## config.mk

```make
export PLATFORM = sky130hd
export DESIGN_NAME = adc_host_port
export DESIGN_NICKNAME = d
export VERILOG_FILES = /design/src/rtl/adc_port_pkg.sv /design/src/rtl/adc_ctrl_reg.sv /design/src/rtl/adc_conv_seq.sv /design/src/rtl/adc_read_mux.sv /design/src/rtl/adc_host_port.sv
export SDC_FILE = /design/constraint.sdc
export NUM_CORES = 1
export LEC_CHECK = 0
export ABC_AREA = 0
export BUFFER_PORTS_ARGS = -buffer_cell sky130_fd_sc_hd__buf_2
export CAP_MARGIN = 10
export CORE_UTILIZATION = 44
export CTS_CLUSTER_DIAMETER = 120
export DETAILED_ROUTE_END_ITERATION = 12
export PLACE_DENSITY_LB_ADDON = 0.15
export SYNTH_ARGS = -nofsm -noshare
export SYNTH_HDL_FRONTEND = slang
export SYNTH_SLANG_ARGS = --single-unit
export TNS_END_PERCENT = 20
```

## constraint.sdc

```tcl
create_clock -name clk -period 1.3 [get_ports clk]
set_input_delay 0.065 -clock clk [delete_from_list [all_inputs] [get_ports clk]]
set_output_delay 0.065 -clock clk [all_outputs]
set_load 0.1 [all_outputs]
```

## src/rtl/adc_port_pkg.sv

```systemverilog
package adc_port_pkg;
  // Register offsets on the host bus
  localparam int OFS_CTRL_STAT = 'h0;
  localparam int OFS_RES_LO    = 'h8;
  localparam int OFS_RES_HI    = 'h9;

  // Status byte bit positions above the digital input field
  localparam int ST_EOC   = 5;
  localparam int ST_PACER = 6;
  localparam int ST_TMR2  = 7;

  typedef enum logic {
    SEQ_IDLE = 1'b0,
    SEQ_BUSY = 1'b1
  } seq_state_e;
endpackage

```

## src/rtl/adc_ctrl_reg.sv

```systemverilog
module adc_ctrl_reg
  import adc_port_pkg::*;
#(
  parameter int ADDR_W = 4,
  parameter int DATA_W = 8,
  parameter int CHAN_W = 4,
  parameter int GAIN_W = 2
) (
  input  logic              clk,
  input  logic              rst,
  input  logic              wr_en,
  input  logic [ADDR_W-1:0] addr,
  input  logic [DATA_W-1:0] wdata,
  input  logic              diff_strap,
  input  logic              unipolar_strap,
  output logic [CHAN_W-1:0] mux_chan,
  output logic [GAIN_W:0]   range_sel,
  output logic              pacer_en,
  output logic              pacer_irq_en
);
  localparam int GAIN_LO  = CHAN_W;
  localparam int GAIN_HI  = CHAN_W + GAIN_W - 1;
  localparam int PACER_B  = DATA_W - 2;
  localparam int IRQ_B    = DATA_W - 1;
  localparam logic [CHAN_W-1:0] DIFF_MASK = {1'b0, {(CHAN_W-1){1'b1}}};

  logic              ctrl_hit;
  logic [CHAN_W-1:0] chan_next;

  assign ctrl_hit  = wr_en && (addr == ADDR_W'(OFS_CTRL_STAT));
  assign chan_next = diff_strap ? (wdata[CHAN_W-1:0] & DIFF_MASK)
                                : wdata[CHAN_W-1:0];

  always_ff @(posedge clk) begin
    if (rst) begin
      mux_chan     <= '0;
      range_sel    <= '0;
      pacer_en     <= 1'b0;
      pacer_irq_en <= 1'b0;
    end else if (ctrl_hit) begin
      mux_chan     <= chan_next;
      range_sel    <= {unipolar_strap, wdata[GAIN_HI:GAIN_LO]};
      pacer_en     <= wdata[PACER_B];
      pacer_irq_en <= wdata[IRQ_B];
    end
  end

  // no control write means the analog-side settings hold
  p_ctrl_hold_r2: assert property (@(posedge clk) disable iff (rst)
    !ctrl_hit |=> ($stable(mux_chan) && $stable(range_sel)
                   && $stable(pacer_en) && $stable(pacer_irq_en)));

  // differential strap keeps the channel inside the lower half
  p_diff_chan_r3: assert property (@(posedge clk) disable iff (rst)
    (ctrl_hit && diff_strap) |=> !mux_chan[CHAN_W-1]);
endmodule

```

## src/rtl/adc_conv_seq.sv

```systemverilog
module adc_conv_seq
  import adc_port_pkg::*;
#(
  parameter int RES_W       = 12,
  parameter int CONV_CYCLES = 20
) (
  input  logic             clk,
  input  logic             rst,
  input  logic             trig_req,
  input  logic [RES_W-1:0] conv_result,
  output logic             conv_start,
  output logic             eoc,
  output logic [RES_W-1:0] result
);
  localparam int CNT_W = (CONV_CYCLES > 2) ? $clog2(CONV_CYCLES) : 1;
  localparam logic [CNT_W-1:0] CNT_LAST = CNT_W'(CONV_CYCLES - 1);

  seq_state_e       state;
  logic [CNT_W-1:0] cnt;

  always_ff @(posedge clk) begin
    if (rst) begin
      state      <= SEQ_IDLE;
      cnt        <= '0;
      conv_start <= 1'b0;
      eoc        <= 1'b1;
      result     <= '0;
    end else begin
      conv_start <= 1'b0;
      case (state)
        SEQ_IDLE: begin
          if (trig_req) begin
            state      <= SEQ_BUSY;
            cnt        <= '0;
            conv_start <= 1'b1;
            eoc        <= 1'b0;
          end
        end
        SEQ_BUSY: begin
          if (cnt == CNT_LAST) begin
            state  <= SEQ_IDLE;
            eoc    <= 1'b1;
            result <= conv_result;
          end else begin
            cnt <= cnt + 1'b1;
          end
        end
        default: state <= SEQ_IDLE;
      endcase
    end
  end

  // a start pulse always comes with a cleared flag
  p_start_clears_eoc_r6: assert property (@(posedge clk) disable iff (rst)
    conv_start |-> !eoc);

  // a start is never followed by a second start on the next cycle
  p_single_start_r9: assert property (@(posedge clk) disable iff (rst)
    conv_start |=> !conv_start);

  // the flag rises only together with a fresh capture
  p_capture_r7: assert property (@(posedge clk) disable iff (rst)
    $rose(eoc) |-> (result == $past(conv_result)));

  // before the last busy count the flag stays low
  p_busy_low_r9: assert property (@(posedge clk) disable iff (rst)
    (state == SEQ_BUSY && cnt != CNT_LAST) |=> !eoc);
endmodule

```

## src/rtl/adc_read_mux.sv

```systemverilog
module adc_read_mux
  import adc_port_pkg::*;
#(
  parameter int ADDR_W = 4,
  parameter int DATA_W = 8,
  parameter int RES_W  = 12,
  parameter int DIN_W  = 5
) (
  input  logic              clk,
  input  logic              rst,
  input  logic              rd_en,
  input  logic [ADDR_W-1:0] addr,
  input  logic [DIN_W-1:0]  dig_in,
  input  logic              pacer_in,
  input  logic              timer2_in,
  input  logic              eoc,
  input  logic [RES_W-1:0]  result,
  output logic              trig_req,
  output logic [DATA_W-1:0] rdata
);
  localparam int HI_W = RES_W - DATA_W;

  logic [DATA_W-1:0] status_b;
  logic [DATA_W-1:0] lo_b;
  logic [DATA_W-1:0] hi_b;
  logic [DATA_W-1:0] rd_next;

  always_comb begin
    status_b                 = '0;
    status_b[DIN_W-1:0]      = dig_in;
    status_b[ST_EOC]         = eoc;
    status_b[ST_PACER]       = pacer_in;
    status_b[ST_TMR2]        = timer2_in;
  end

  assign lo_b = result[DATA_W-1:0];
  assign hi_b = {{(DATA_W-HI_W){1'b0}}, result[RES_W-1:DATA_W]};

  always_comb begin
    if (addr == ADDR_W'(OFS_CTRL_STAT))   rd_next = status_b;
    else if (addr == ADDR_W'(OFS_RES_LO)) rd_next = lo_b;
    else if (addr == ADDR_W'(OFS_RES_HI)) rd_next = hi_b;
    else                                  rd_next = '0;
  end

  assign trig_req = rd_en && (addr == ADDR_W'(OFS_RES_LO));

  always_ff @(posedge clk) begin
    if (rst)        rdata <= '0;
    else if (rd_en) rdata <= rd_next;
  end

  // upper bits of the high byte read as zero
  p_hi_zero_r8: assert property (@(posedge clk) disable iff (rst)
    (rd_en && addr == ADDR_W'(OFS_RES_HI)) |=> (rdata[DATA_W-1:HI_W] == '0));

  // the status flag read back is the flag of the read cycle
  p_status_eoc_r5: assert property (@(posedge clk) disable iff (rst)
    (rd_en && addr == ADDR_W'(OFS_CTRL_STAT)) |=> (rdata[ST_EOC] == $past(eoc)));
endmodule

```

## src/rtl/adc_host_port.sv

```systemverilog
module adc_host_port
  import adc_port_pkg::*;
#(
  parameter int ADDR_W      = 4,
  parameter int DATA_W      = 8,
  parameter int RES_W       = 12,
  parameter int CHAN_W      = 4,
  parameter int GAIN_W      = 2,
  parameter int DIN_W       = 5,
  parameter int CONV_CYCLES = 20
) (
  input  logic              clk,
  input  logic              rst,
  input  logic [ADDR_W-1:0] bus_addr,
  input  logic              bus_wr,
  input  logic              bus_rd,
  input  logic [DATA_W-1:0] bus_wdata,
  output logic [DATA_W-1:0] bus_rdata,
  input  logic [DIN_W-1:0]  dig_in,
  input  logic              pacer_in,
  input  logic              timer2_in,
  input  logic              diff_strap,
  input  logic              unipolar_strap,
  input  logic [RES_W-1:0]  conv_result,
  output logic              conv_start,
  output logic [CHAN_W-1:0] mux_chan,
  output logic [GAIN_W:0]   range_sel,
  output logic              pacer_en,
  output logic              pacer_irq_en
);
  logic             trig_req;
  logic             eoc;
  logic [RES_W-1:0] result;

  adc_ctrl_reg #(
    .ADDR_W(ADDR_W), .DATA_W(DATA_W), .CHAN_W(CHAN_W), .GAIN_W(GAIN_W)
  ) u_ctrl (
    .clk(clk), .rst(rst), .wr_en(bus_wr), .addr(bus_addr), .wdata(bus_wdata),
    .diff_strap(diff_strap), .unipolar_strap(unipolar_strap),
    .mux_chan(mux_chan), .range_sel(range_sel),
    .pacer_en(pacer_en), .pacer_irq_en(pacer_irq_en)
  );

  adc_read_mux #(
    .ADDR_W(ADDR_W), .DATA_W(DATA_W), .RES_W(RES_W), .DIN_W(DIN_W)
  ) u_rmux (
    .clk(clk), .rst(rst), .rd_en(bus_rd), .addr(bus_addr),
    .dig_in(dig_in), .pacer_in(pacer_in), .timer2_in(timer2_in),
    .eoc(eoc), .result(result), .trig_req(trig_req), .rdata(bus_rdata)
  );

  adc_conv_seq #(
    .RES_W(RES_W), .CONV_CYCLES(CONV_CYCLES)
  ) u_seq (
    .clk(clk), .rst(rst), .trig_req(trig_req), .conv_result(conv_result),
    .conv_start(conv_start), .eoc(eoc), .result(result)
  );

  // a control write alone never produces a start pulse
  p_wr_no_start_r10: assert property (@(posedge clk) disable iff (rst)
    (bus_wr && !bus_rd) |=> !conv_start);
endmodule

```

# After elaboration in Yosys (flattened, before gate mapping)
# Index checks and enable logic that the tools add are counted.
dict set report totals {
  register_bits 37
  latch_bits 0
  ramBits 0
  mem_bits_ro 0
  output_inout_bits 18
  mem_count 0
}
dict set report classes {
  addsub 1
  mul 0
  div 0
  n_lt_le_gt_ge 0
  eq_ne 6
  shifts 0
  n_mux 13
  bitwise 1
  n_reduce_logical 7
}
# op count
set ops {}
lappend ops {{$mux W8} 2}
lappend ops {{$mux W5} 2}
lappend ops {{$pmux W5 S2} 1}
lappend ops {{$eq A4 B4 Y1 const B} 2}
lappend ops {{$mux W4} 2}
lappend ops {{$ne A2 B2 Y1 const B} 3}
lappend ops {{$reduce_and A2 Y1} 3}
lappend ops {{$add A5 B1 Y5 const B} 1}
lappend ops {{$eq A5 B5 Y1 const B} 1}
lappend ops {{$logic_not A4 Y1} 1}
lappend ops {{$mux W1} 4}
lappend ops {{$pmux W1 S2} 2}
lappend ops {{$logic_and A1 B1 Y1} 2}
lappend ops {{$reduce_or A2 Y1} 1}
lappend ops {{$not A1 Y1} 1}

# Depth between registers and ports, before layout
dict set report logic_depth {
  depth_word 4
  ltp_mapped 5
}

# Cells and area by module
# From an unflattened synthesis, not the netlist that was laid out.
dict set report unflattened {
  hier_cells 186
  hier_area_um2 1707.9
}
# module instances cells_each area_each_um2
set modules_own_cells {}
lappend modules_own_cells {adc_conv_seq 1 95 859.6}
lappend modules_own_cells {adc_read_mux 1 48 439.2}
lappend modules_own_cells {adc_ctrl_reg 1 43 409.1}

# Least setup slack after synthesis
# Ideal clock, no wire load.
dict set report synth_path {
  path_kind {register to register}
  startpoint {register, netlist name u_ctrl.mux_chan[0]}
  endpoint {register u_ctrl.mux_chan[0]}
  setup_ns 0.071
  arrival_time_ns 1.276
  required_time_ns 1.229
  path_slack_ns -0.047
  stages_incl_launch_ff 3
  path_buffers 0
  period_less_slack_ns 1.347
  cell_sequence {dfxtp_1 -> o21ai_0 -> a21oi_1}
}
# element line
set synth_lines {}
lappend synth_lines {{end signal, assigned} adc_ctrl_reg.sv:41} ;# mux_chan <= chan_next;
lappend synth_lines {{end, declared} adc_ctrl_reg.sv:16} ;# output logic [CHAN_W-1:0] mux_chan,

# Worst setup path after layout
dict set report layout_path {
  startpoint {register u_seq.cnt[4]}
  endpoint {register u_seq.cnt[2]}
}
dict set report layout_between {
  elab_chain_cells 3
}
# element line
set layout_rtl {}
lappend layout_rtl {{start, declared} adc_conv_seq.sv:19} ;# logic [CNT_W-1:0] cnt;
lappend layout_rtl {{start signal, assigned} adc_conv_seq.sv:45} ;# cnt <= cnt + 1'b1;
lappend layout_rtl {{$eq A5 B5 Y1} adc_conv_seq.sv:40} ;# if (cnt == CNT_LAST) begin
lappend layout_rtl {{$ne A2 B2 Y1 (no source line)} --}
lappend layout_rtl {{$reduce_and A2 Y1 (no source line)} --}
# Every way passes these cells.
# A chain may end at the register's enable or synchronous reset.

==> results.json <==
{
  "power.share.clock": 0.337,
  "drv_slew": 0,
  "tightest_slew_ns": 0.498,
  "synthTopCellsByArea": "dfxtp_1 (47%), a21oi_1 (8.2%), nand3_1 (7.6%), o21ai_0 (6.9%), mux2_2 (5.7%)",
  "power.leakage_uw": 0.000965,
  "critPathKind": "register to register",
  "wl_per_cell_um": 14.1,
  "grt_use_total": 0.245,
  "synth_cell_types": 33,
  "first_pass_iters": 4,
  "place_congestion": 0.776,
  "irDropWorstVdd_mv": 0.559,
  "syn_nets": 219,
  "clock_latency_ns": 0.33,
  "internal_power_uw": 1680,
  "slew_headroom": 0.668,
  "fmax_ghz": 0.752,
  "finish.instance_area_sq_mm": 0.00235,
  "synthesis.area_sq_mm": 0.00159,
  "power_density_mw_per_mm2": 948,
  "cts.clk_slew.worst_paths_ns": 0.11,
  "hpwl_mm": 3.04,
  "cp-end-kind": "register",
  "crit_fanout": 3,
  "drc": 0,
  "final_hold_viol_count": 0,
  "grt_pass1_vias": 1700,
  "wl_mm": 4.45,
  "io_pins": 55,
  "r2r-end": "u_seq.cnt[2]$_SDFFE_PP0P_",
  "status": "complete, but fails checks",
  "rsz0062_at_grt": "yes",
  "cts_sinks": 37,
  "finalCritPeriodShare": 1.02,
  "maxCapViolations": 0,
  "synth_area_leader_cell": "dfxtp_1",
  "tns_ns": -0.0301,
  "cts-htree-levels": 2,
  "hold_depth": 3,
  "reg2regPathDepth": 4,
  "synthCells": 181,
  "swShare": 0.248,
  "cts_buffers": 5,
  "seqPwrFrac": 0.517,
  "initial_utilization": 0.469,
  "yosysTopAreaCellShare": 0.466,
  "r2r_start": "u_seq.cnt[4]$_SDFFE_PP0P_",
  "rows": 21,
  "io_buffers": 54,
  "cp_data_required_time_ns": 1.56,
  "arrival_ns": 1.59,
  "cts_tree": "built",
  "cts_setup_buffers": 0,
  "synth.avg_cell_area_sq_um": 8.79,
  "min_to": "u_ctrl.mux_chan[3]$_SDFFE_PP0P_",
  "synth-seq-cells": 37,
  "routed_via_density": 5.33,
  "hp-class": "primary input to register",
  "core_area_sq_mm": 0.00339,
  "dieArea_sq_mm": 0.00386,
  "setup_viol": 1,
  "violations": "setup timing",
  "fp.dieW_um": 62.1,
  "antenna_found_initial": 0,
  "num_antenna_cells": 0,
  "startpoint_type": "register",
  "die_y_um": 62.1,
  "area_delta_synth_final_pct": 48.1,
  "reg2reg_slack_ns": -0.03,
  "hold_path_startpoint": "bus_wdata[3]",
  "nFillCells": 265,
  "final_nets": 307,
  "combPwrFrac": 0.146,
  "grt_max_degree": 28,
  "ctsRootBufferMaster": "clkbuf_4",
  "grt_pass1_wl_mm": 7.46,
  "first_iter_violations": 40,
  "fin_ws_ns": -0.0301,
  "clockBufferDepth": 2,
  "switching_power_uw": 554,
  "yosysSeqAreaShare": 0.466,
  "vias": 1679,
  "post-route-min-period_ns": 1.33,
  "synth_warnings": 0,
  "fin_skew_ns": 0.00642,
  "drive_above_1_share": 0.401,
  "antenna_left": 0,
  "place_area_sq_mm": 0.00203,
  "grt_overflow": 0
}
[metrics by stage]
step | power (uW) | hold slack [ns] | setup slack [ns] | util | cells
2_1_floorplan | 1350 | 0.205 | -0.0465 | - | 181
3_3_place_gp | 1450 | 0.318 | -0.0683 | 0.599 | 287
3_5_place_dp | 1450 | 0.326 | -0.124 | 0.599 | 287
4_1_cts | 2250 | 0.00969 | -0.0289 | 0.694 | 315
5_1_grt | 2340 | 0.00756 | -0.0752 | 0.695 | 315
6_report | 2230 | 0.0197 | -0.0301 | 0.695 | 315
[routing by layer]
layer	up-vias	routed length, um	global-route usage
li1	840	-	-
met1	774	1840	0.263
met2	52	2300	0.459
met3	13	176	0.0478
met4	0	136	0.108
met5	-	0	0
[area by class of cell]
class                   count  area [sq um]  area share
inverters                   3          11.3     0.00478
repair buffers             95           647       0.275
well taps                  46          57.6      0.0244
clock buffers               5          37.5      0.0159
clock inverters             2          35.0      0.0149
flip-flops and latches     37           749       0.318
multi-input cells         127           817       0.347
[state kept, by name, summed over array words and instances, names as in the netlist]
name	count
u_rmux.rdata	8
u_seq.result	12
u_seq.state	1
u_ctrl.pacer_en	1
u_ctrl.mux_chan	4
u_ctrl.pacer_irq_en	1
u_seq.eoc	1
u_seq.conv_start	1
u_ctrl.range_sel	3
u_seq.cnt	5
[power by group through the flow]
stage                     Combinational, uW  Sequential, uW  Clock (uW)
final                                   325            1150         752
after global routing                    345            1160         834
after floorplan                        83.9            1260           0
after CTS                               322            1150         771
after detailed placement                273            1180           0
after global placement                  267            1180           0
[layout by cell type, fill, tap and decap left out, types with 2 or more instances in the layout]
cell type and n:
buf_2 54, dfxtp_2 7, o21ai_0 15, nor2_1 5, nand2b_1 5, a21oi_1 26
nand4_1 2, a22oi_1 4, a211oi_1 4, nand3_1 24, clkbuf_4 5, nor3_1 3
nor2b_1 2, dfxtp_1 30, buf_4 18, mux2_2 8, dlygate4sd3_1 21, o21ai_1 7
xor2_1 2, nand2_1 2, inv_1 2
[what timing repair did]
item                       in CTS  in global routing
setup endpoints to repair      17                 14
resized for setup              13                  7
pin swaps                       2                  0
hold buffers                   21                  0
hold endpoints to repair       21                  0
[cell usage after synthesis]
library cell  count
dfxtp_1          37
a21oi_1          26
nand3_1          24
o21ai_0          22
clkbuf_1         11
mux2_2            8
a211oi_1          5
nand2b_1          5
nor2_1            5
a22oi_1           4
buf_2             3
inv_1             3
nand2_1           3
nor3_1            3
nand4_1           2
nor2b_1           2
xor2_1            2
a221o_1           1
a31o_2            1
a41o_1            1
and2_1            1
and4bb_2          1
ha_1              1
nand4b_1          1
nor3_2            1
nor3b_1           1
nor4_1            1
nor4b_1           1
nor4bb_1          1
or3_1             1
or3_4             1
or3b_2            1
or4_1             1
[logic make-up after synthesis]
kind of cell / count (synthesis) / synth area share
compound gates: 60 / 0.212
xor+xnor: 2 / 0.0110
fa+ha+maj: 1 / 0.00787
buf+inv: 17 / 0.0425
flops: 37 / 0.466
mux: 8 / 0.0567
simple gates: 56 / 0.205
[worst max-delay path, cell delays in order (launching register included)]
cell and delay (ns):
dfxtp_2 0.34, buf_4 0.14, nor3b_2 0.17, or4_1 0.42, a211oi_2 0.19
[worst max-delay path by stage]
stage	startpoint	endpoint	slack (ns)	cells after the start
global route	u_seq.cnt[4]$_SDFFE_PP0P_	u_seq.cnt[2]$_SDFFE_PP0P_	-0.08	4
global placement	bus_addr[2]	u_seq.eoc$_SDFFE_PP1P_	-0.07	4
finish	u_seq.cnt[4]$_SDFFE_PP0P_	u_seq.cnt[2]$_SDFFE_PP0P_	-0.03	4
CTS	u_seq.cnt[4]$_SDFFE_PP0P_	u_seq.cnt[2]$_SDFFE_PP0P_	-0.03	4
detailed placement	u_seq.cnt[0]$_SDFFE_PP0P_	u_seq.cnt[2]$_SDFFE_PP0P_	-0.12	4
floorplan	u_ctrl.pacer_irq_en$_SDFFE_PP0P_	u_ctrl.pacer_irq_en$_SDFFE_PP0P_	-0.05	2
No activity file was read; power rests on OpenSTA's default activity.
